### src/rtl/msi_irq_pkg.sv
package msi_irq_pkg;

    typedef enum logic [1:0] {
        ST_IDLE = 2'd0,
        ST_SEND = 2'd1,
        ST_ACK  = 2'd2
    } req_state_e;

    localparam logic [1:0] STS_SENT    = 2'b00;
    localparam logic [1:0] STS_PENDING = 2'b01;
    localparam logic [1:0] STS_ABORT   = 2'b10;

    localparam logic [1:0] SEL_ENABLE = 2'd0;
    localparam logic [1:0] SEL_COUNT  = 2'd1;
    localparam logic [1:0] SEL_MASK   = 2'd2;
    localparam logic [1:0] SEL_DATA   = 2'd3;

    localparam int COUNT_W = 3;

endpackage

### src/rtl/msi_func_regs.sv
module msi_func_regs
    import msi_irq_pkg::*;
#(
    parameter int VEC_W  = 5,
    parameter int DATA_W = 16,
    localparam int NVEC  = 1 << VEC_W
) (
    input  logic               clk,
    input  logic               rst_n,
    input  logic               cfg_we,
    input  logic [1:0]         cfg_sel,
    input  logic [NVEC-1:0]    cfg_wdata,
    input  logic               pend_set,
    input  logic [VEC_W-1:0]   bit_idx,
    input  logic               pb_we,
    input  logic               pb_val,
    output logic               fn_en,
    output logic [COUNT_W-1:0] fn_count,
    output logic [NVEC-1:0]    fn_mask,
    output logic [DATA_W-1:0]  fn_data,
    output logic [NVEC-1:0]    fn_pend
);

    typedef struct packed {
        logic               en;
        logic [COUNT_W-1:0] count;
        logic [NVEC-1:0]    mask;
        logic [DATA_W-1:0]  data;
        logic [NVEC-1:0]    pend;
    } regs_t;

    regs_t r_d, r_q;

    always_comb begin
        r_d = r_q;
        if (cfg_we) begin
            unique case (cfg_sel)
                SEL_ENABLE: r_d.en    = cfg_wdata[0];
                SEL_COUNT:  r_d.count = cfg_wdata[COUNT_W-1:0];
                SEL_MASK:   r_d.mask  = cfg_wdata;
                default:    r_d.data  = cfg_wdata[DATA_W-1:0];
            endcase
        end
        if (pend_set) begin
            r_d.pend[bit_idx] = 1'b1;
        end else if (pb_we) begin
            r_d.pend[bit_idx] = pb_val;
        end
    end

    always_ff @(posedge clk) begin
        if (!rst_n) r_q <= '0;
        else        r_q <= r_d;
    end

    assign fn_en    = r_q.en;
    assign fn_count = r_q.count;
    assign fn_mask  = r_q.mask;
    assign fn_data  = r_q.data;
    assign fn_pend  = r_q.pend;

    // Pending record moves only on a masked request or an accepted pending write
    p_pend_quiet_r9: assert property (@(posedge clk) disable iff (!rst_n)
        (!pend_set && !pb_we) |=> $stable(fn_pend));

    // A pending write lands at the addressed bit
    p_pend_write_r8: assert property (@(posedge clk) disable iff (!rst_n)
        (pb_we && !pend_set) |=> (fn_pend[$past(bit_idx)] == $past(pb_val)));

    // A masked request leaves its bit set
    p_pend_mark_r4: assert property (@(posedge clk) disable iff (!rst_n)
        pend_set |=> fn_pend[$past(bit_idx)]);

endmodule

### src/rtl/msi_req_fsm.sv
module msi_req_fsm
    import msi_irq_pkg::*;
#(
    parameter int VEC_W  = 5,
    parameter int DATA_W = 16,
    parameter int TC_W   = 3,
    localparam int NVEC  = 1 << VEC_W
) (
    input  logic               clk,
    input  logic               rst_n,
    input  logic               req,
    input  logic [VEC_W-1:0]   req_vec,
    input  logic [TC_W-1:0]    req_tc,
    input  logic               fn_en,
    input  logic [COUNT_W-1:0] fn_count,
    input  logic [NVEC-1:0]    fn_mask,
    input  logic [DATA_W-1:0]  fn_data,
    input  logic               tx_ready,
    output logic               idle,
    output logic               pend_set,
    output logic               ack,
    output logic [1:0]         ack_status,
    output logic               tx_valid,
    output logic [DATA_W-1:0]  tx_data,
    output logic [TC_W-1:0]    tx_tc
);

    typedef struct packed {
        req_state_e        st;
        logic              ack;
        logic [1:0]        sts;
        logic              txv;
        logic [DATA_W-1:0] txd;
        logic [TC_W-1:0]   tc;
    } fsm_t;

    fsm_t s_d, s_q;

    int unsigned       eff_bits;
    logic              vec_ok;
    logic [DATA_W-1:0] merged;

    // Number of low data bits taken from the vector, capped at the vector width
    always_comb begin
        if (int'(fn_count) > VEC_W) eff_bits = VEC_W;
        else                        eff_bits = int'(fn_count);
    end

    always_comb begin
        vec_ok = 1'b1;
        merged = fn_data;
        for (int i = 0; i < VEC_W; i++) begin
            if (i >= int'(eff_bits) && req_vec[i]) vec_ok = 1'b0;
            if (i <  int'(eff_bits) && i < DATA_W) merged[i] = req_vec[i];
        end
    end

    always_comb begin
        s_d      = s_q;
        pend_set = 1'b0;
        unique case (s_q.st)
            ST_IDLE: begin
                s_d.ack = 1'b0;
                if (req) begin
                    if (!fn_en || !vec_ok) begin
                        s_d.ack = 1'b1;
                        s_d.sts = STS_ABORT;
                        s_d.st  = ST_ACK;
                    end else if (fn_mask[req_vec]) begin
                        pend_set = 1'b1;
                        s_d.ack  = 1'b1;
                        s_d.sts  = STS_PENDING;
                        s_d.st   = ST_ACK;
                    end else begin
                        s_d.txv = 1'b1;
                        s_d.txd = merged;
                        s_d.tc  = req_tc;
                        s_d.st  = ST_SEND;
                    end
                end
            end
            ST_SEND: begin
                if (tx_ready) begin
                    s_d.txv = 1'b0;
                    s_d.ack = 1'b1;
                    s_d.sts = STS_SENT;
                    s_d.st  = ST_ACK;
                end
            end
            default: begin
                s_d.ack = 1'b0;
                s_d.st  = ST_IDLE;
            end
        endcase
    end

    always_ff @(posedge clk) begin
        if (!rst_n) s_q <= '0;
        else        s_q <= s_d;
    end

    assign idle       = (s_q.st == ST_IDLE);
    assign ack        = s_q.ack;
    assign ack_status = s_q.ack ? s_q.sts : 2'b00;
    assign tx_valid   = s_q.txv;
    assign tx_data    = s_q.txd;
    assign tx_tc      = s_q.tc;

    p_ack_pulse_r3: assert property (@(posedge clk) disable iff (!rst_n)
        ack |=> !ack);

    p_no_reserved_r7: assert property (@(posedge clk) disable iff (!rst_n)
        ack |-> (ack_status != 2'b11));

    p_tx_hold_r2: assert property (@(posedge clk) disable iff (!rst_n)
        (tx_valid && !tx_ready) |=> (tx_valid && $stable(tx_data) && $stable(tx_tc)));

    p_sent_after_hs_r3: assert property (@(posedge clk) disable iff (!rst_n)
        (ack && ack_status == STS_SENT) |-> $past(tx_valid && tx_ready));

    p_no_tx_on_reject_r5: assert property (@(posedge clk) disable iff (!rst_n)
        (ack && ack_status != STS_SENT) |-> !$past(tx_valid));

endmodule

### src/rtl/msi_irq_ctrl.sv
module msi_irq_ctrl
    import msi_irq_pkg::*;
#(
    parameter int NFUNC  = 2,
    parameter int VEC_W  = 5,
    parameter int DATA_W = 16,
    parameter int TC_W   = 3,
    localparam int NVEC  = 1 << VEC_W,
    localparam int FN_W  = (NFUNC > 1) ? $clog2(NFUNC) : 1
) (
    input  logic                  clk,
    input  logic                  rst_n,
    input  logic                  cfg_we,
    input  logic [FN_W-1:0]       cfg_fn,
    input  logic [1:0]            cfg_sel,
    input  logic [NVEC-1:0]       cfg_wdata,
    input  logic                  req,
    input  logic [FN_W-1:0]       req_fn,
    input  logic [VEC_W-1:0]      req_vec,
    input  logic [TC_W-1:0]       req_tc,
    input  logic                  pb_we,
    input  logic                  pb_wdata,
    output logic                  ack,
    output logic [1:0]            ack_status,
    output logic                  tx_valid,
    input  logic                  tx_ready,
    output logic [DATA_W-1:0]     tx_data,
    output logic [TC_W-1:0]       tx_tc,
    output logic [NFUNC*NVEC-1:0] pending_all
);

    logic               en_a    [NFUNC];
    logic [COUNT_W-1:0] count_a [NFUNC];
    logic [NVEC-1:0]    mask_a  [NFUNC];
    logic [DATA_W-1:0]  data_a  [NFUNC];
    logic [NVEC-1:0]    pend_a  [NFUNC];

    logic idle;
    logic pend_set;
    logic pb_ok;

    // A pending write is honoured only with no request in flight
    assign pb_ok = pb_we && !req && idle;

    for (genvar f = 0; f < NFUNC; f++) begin : g_fn
        logic cfg_hit;
        logic req_hit;
        assign cfg_hit = cfg_we && (cfg_fn == FN_W'(f));
        assign req_hit = (req_fn == FN_W'(f));

        msi_func_regs #(
            .VEC_W  (VEC_W),
            .DATA_W (DATA_W)
        ) u_regs (
            .clk       (clk),
            .rst_n     (rst_n),
            .cfg_we    (cfg_hit),
            .cfg_sel   (cfg_sel),
            .cfg_wdata (cfg_wdata),
            .pend_set  (pend_set && req_hit),
            .bit_idx   (req_vec),
            .pb_we     (pb_ok && req_hit),
            .pb_val    (pb_wdata),
            .fn_en     (en_a[f]),
            .fn_count  (count_a[f]),
            .fn_mask   (mask_a[f]),
            .fn_data   (data_a[f]),
            .fn_pend   (pend_a[f])
        );

        assign pending_all[f*NVEC +: NVEC] = pend_a[f];
    end

    msi_req_fsm #(
        .VEC_W  (VEC_W),
        .DATA_W (DATA_W),
        .TC_W   (TC_W)
    ) u_fsm (
        .clk        (clk),
        .rst_n      (rst_n),
        .req        (req),
        .req_vec    (req_vec),
        .req_tc     (req_tc),
        .fn_en      (en_a[req_fn]),
        .fn_count   (count_a[req_fn]),
        .fn_mask    (mask_a[req_fn]),
        .fn_data    (data_a[req_fn]),
        .tx_ready   (tx_ready),
        .idle       (idle),
        .pend_set   (pend_set),
        .ack        (ack),
        .ack_status (ack_status),
        .tx_valid   (tx_valid),
        .tx_data    (tx_data),
        .tx_tc      (tx_tc)
    );

    // A pending write during an outstanding request must not alter the pending bus
    p_pb_blocked_r9: assert property (@(posedge clk) disable iff (!rst_n)
        (pb_we && req && !pend_set) |=> $stable(pending_all));

endmodule

### config.mk
export PLATFORM = sky130hd
export DESIGN_NAME = msi_irq_ctrl
export DESIGN_NICKNAME = d
export VERILOG_FILES = /design/src/rtl/msi_irq_pkg.sv /design/src/rtl/msi_func_regs.sv /design/src/rtl/msi_req_fsm.sv /design/src/rtl/msi_irq_ctrl.sv
export SDC_FILE = /design/constraint.sdc
export NUM_CORES = 1
export LEC_CHECK = 0
export ABC_AREA = 1
export BUFFER_PORTS_ARGS = -buffer_cell sky130_fd_sc_hd__buf_2
export CAP_MARGIN = 10
export CORE_AREA = 5 5 227 141
export CTS_CLUSTER_SIZE = 30
export DETAILED_ROUTE_END_ITERATION = 6
export DIE_AREA = 0 0 232 146
export GPL_TIMING_DRIVEN = 1
export MAX_ROUTING_LAYER = met4
export PLACE_DENSITY = 0.58
export SYNTH_ARGS = -nofsm -noshare
export SYNTH_HDL_FRONTEND = slang
export SYNTH_SLANG_ARGS = --single-unit
### constraint.sdc
create_clock -name clk -period 2.4 [get_ports clk]
set_input_delay 0.24 -clock clk [delete_from_list [all_inputs] [get_ports clk]]
set_output_delay 0.24 -clock clk [all_outputs]
set_load 0.02 [all_outputs]
==> impl_results.md <==
* Cell Int Power at 4.89 mW
* Share of post-route cells with drive strength above 1 at 0.139
* Setup Crit Path Kind: flop to flop
* CP arrival at 2.48 ns
* CTS max path bufs at 2
* Post-synth EDFFs at 0
* Top post-synthesis cells by area: dfxtp_1 38%, nand2_1 13%, nor2_1 13%
* I/O Buffers at 137
* WP buf/inv at 2
* Sequential area share after synthesis at 0.379
* Global-route wire length before repair at 52700 um
* TritonRoute pass-1 iters at 7
* RSZ-0062 raised after global routing: no
* Startpoint type of the worst setup path: flop
* Post-CTS sizing at 0
* Clock sinks at 193
* H-tree lvl count at 4
* Synth Warn # at 0
* Sw Pwr at 1.92 mW
* Leakage power at 5.39 nW
* Clock latency on the worst-skew pair at 0.46 ns
* GPL Wtd Cong at 0.854
* Clock share of power at 0.421
* HP Start: req_tc[2]
* TritonCTS clock tree: built
* Crit-path max FO at 19
* Final setup viols at 0
* Post-Syn Nets at 1666
* Inst Count DP at 2115
* Maximum clock skew at final layout at 0.0119 ns
* DP Wirelength at 23100 um
* Crit path cell chain: or2_1 -> nand3_1 -> nand2_1 -> o21ai_1 -> nand2_1 -> nor2_1 -> nand2_1 -> nor2_2 -> nand3_1 -> buf_4 -> inv_2 -> o21ai_0 -> nor2_1
* Worst R2R Setup Slack at 0.32 ns
* Antenna violations before repair at 2
* Synth cell types at 29
* Reg power frac at 0.484
* Cts bufs inserted at 17
* Reg-to-Reg Start: g_fn[0].u_regs.fn_mask[25]
* Max_cap viols at 0
* Vias in the first global route at 9712
* Critical Path RT at 2.80 ns
* Placeable Area at 29600 um2
* Fin worst setup slack at 0.321 ns
* VDD IR max at 0.416 mV
* Max-Slew Margin vs Limit at 0.284
* Reg clk slew, reported paths at 0.08 ns
* P per Cell Area at 572 nW/um2
* Die ar. at 33900 um2
* Count of final hold-check violations at 0
* Setup TNS at 0 ns
* Height of the die at 146 um
* CP delay by family, top: simple AND/OR/NAND/NOR gates
* Mapped cell area at 10200 um2
* Comb pwr share at 0.096
* Fraction of registers with async set/reset at 0
* Reg2Reg Capture Point: u_fsm.tx_data[8]
* Initial DRC count at 869
* Delay of the slowest cell on the worst path at 0.31 ns
* Largest net degree at the start of global routing at 61
* Top cell type's share of synthesized area at 0.379
* Row Count at 49
* Core Util, Final at 0.403
* Post-Layout Cell Count at 2150
* DRT antenna net count at 0
* Via/cell ratio at 4.84
* Fmax at 481 MHz
* Synth-to-Final Area Change at 16.9%
* Chip width at 232 um
* Switch share at 0.282
* Final-stage net count at 1778
* Final Cycle Share at 0.866
* FF-to-FF path depth at 13
* HP Class: primary input to flop
* Mean Syn Cell Area at 6.31 um2
* Root buffer cell: clkbuf_16
* Main synth FF type: dfxtp_1
* Hold path depth at 3
* Avg WL per Cell at 15.2 um
* Yosys top cell by area: dfxtp_1
* Slew @ Worst Pin at 1.07 ns
* Register bit total from synthesis at 193
* Final Max Slew Viols at 0
* Tmin final at 2.08 ns
* CP endpoint kind: flop
* Cell mode on critical path: nand2_1
* Routed WL at 32600 um
* Slowest cell on the critical path: dfxtp_1
* Initial core utilization at 0.345
* Drt drc at 0
* I/O pins at 138
* Tot GR Track Use at 0.198
* Gr ovfl total at 0
* Status: complete, no violations
* Vias at 10400
* Post-Synthesis Cells at 1615
* Pre-CTS WS at 0.0253 ns
* Hold Path Sink: u_fsm.tx_tc[2]
-- sequential cells by signal, indices dropped and copies added, names as in the netlist --
| register | cells |
|---|---|
| g_fn.u_regs.fn_mask | 64 |
| g_fn.u_regs.fn_pend | 64 |
| g_fn.u_regs.fn_data | 32 |
| u_fsm.tx_data | 16 |
| g_fn.u_regs.fn_count | 6 |
| u_fsm.s_q | 4 |
| u_fsm.tx_tc | 3 |
| g_fn.u_regs.fn_en | 2 |
| u_fsm.ack | 1 |
| u_fsm.tx_valid | 1 |
-- through the flow --
stage	total power, mW	hold slack [ns]	cell area (um2)
3_3_place_gp	4.01	0.440	11300
4_1_cts	6.89	0.00100	11900
3_5_place_dp	4.02	0.442	11300
6_report	6.81	0.0234	11900
5_1_grt	7.11	0.0358	11900
2_1_floorplan	3.76	0.375	10200
-- placed cells by master, fill, tap and decap left out, types with 3 or more instances in the layout --
cell,instances
buf_2,136
o211ai_1,66
nor2_2,3
o21ai_0,168
nand2_1,364
a21oi_1,68
buf_4,47
o21ai_1,26
inv_1,196
o21bai_1,5
buf_12,12
nor2_1,360
dfxtp_1,193
nor3_1,4
inv_2,4
clkbuf_16,17
inv_6,3
nand3_1,38
inv_8,7
-- per-layer routing --
metal  vias up  wire length (um)  GRT usage
met5         -                 0          -
met3        35              2240     0.0464
met1      4752             16700      0.291
li1       5290                 -          -
met2       326             13200      0.275
met4         0               484     0.0449
-- power groups by stage --
| stage | logic [mW] | clock network, mW | registers, mW |
|---|---|---|---|
| final | 0.651 | 2.87 | 3.30 |
| after global routing | 0.734 | 3.07 | 3.30 |
| after CTS | 0.650 | 2.94 | 3.30 |
| after detailed placement | 0.646 | 0 | 3.37 |
| after global placement | 0.640 | 0 | 3.37 |
| after floorplan | 0.384 | 0 | 3.37 |
-- layout make-up --
type,instances,area [um2]
clock inverter,14,135
antenna,2,5.00
clock buffer,18,439
timing repair buffer,196,1280
inverter,200,751
fill,3206,17600
sequential,193,3860
multi-input combinational,1119,4920
tap,408,510
-- how the worst max path moves through the flow --
| stage | depth (start not counted) | from | end | slack, ns |
|---|---|---|---|---|
| 5_1_grt | 14 | g_fn[1].u_regs.fn_mask[16] | u_fsm.tx_data[11] | 0.01 |
| 3_3_place_gp | 6 | cfg_sel[0] | g_fn[1].u_regs.fn_data[14] | 0.02 |
| 4_1_cts | 14 | g_fn[1].u_regs.fn_mask[16] | u_fsm.tx_data[8] | 0.32 |
| 3_5_place_dp | 14 | req_vec[4] | g_fn[1].u_regs.fn_pend[12] | 0.03 |
| 2_1_floorplan | 15 | req_vec[0] | g_fn[0].u_regs.fn_pend[10] | 0.57 |
| 6_report | 13 | g_fn[0].u_regs.fn_mask[25] | u_fsm.tx_data[8] | 0.32 |
-- timing repair --
item                                   in CTS  in global routing
endpoints found under the hold margin       1                  0
hold buffers                                1                  0
setup buffers                               0                  0
-- cell usage after synthesis, types with 4 or more instances --
cell,instances
nand3_1,38
dfxtp_1,193
o21ai_0,168
nand2_1,364
o21ai_1,26
nor2_1,360
nor3_1,4
buf_2,8
o21bai_1,5
buf_4,23
inv_2,4
a21oi_1,68
inv_1,196
buf_6,21
clkbuf_1,48
o211ai_1,66
-- kinds of logic after synthesis --
family | Yosys count | share of synthesized area
buffers and inverters | 303 | 0.138
and+or+nand+nor | 782 | 0.299
DFF | 193 | 0.379
AOI/OAI and AO/OA | 337 | 0.184
-- worst reg2reg max path, stage by stage, from the launching register on --
cell and delay [ns]:
dfxtp_1 0.31, or2_1 0.22, nand3_1 0.07, nand2_1 0.05, o21ai_1 0.19, nand2_1 0.07
nor2_1 0.10, nand2_1 0.16, nor2_2 0.15, nand3_1 0.08, buf_4 0.17, inv_2 0.23
o21ai_0 0.14, nor2_1 0.10
Note: power is estimated with default switching activity, not from simulation.
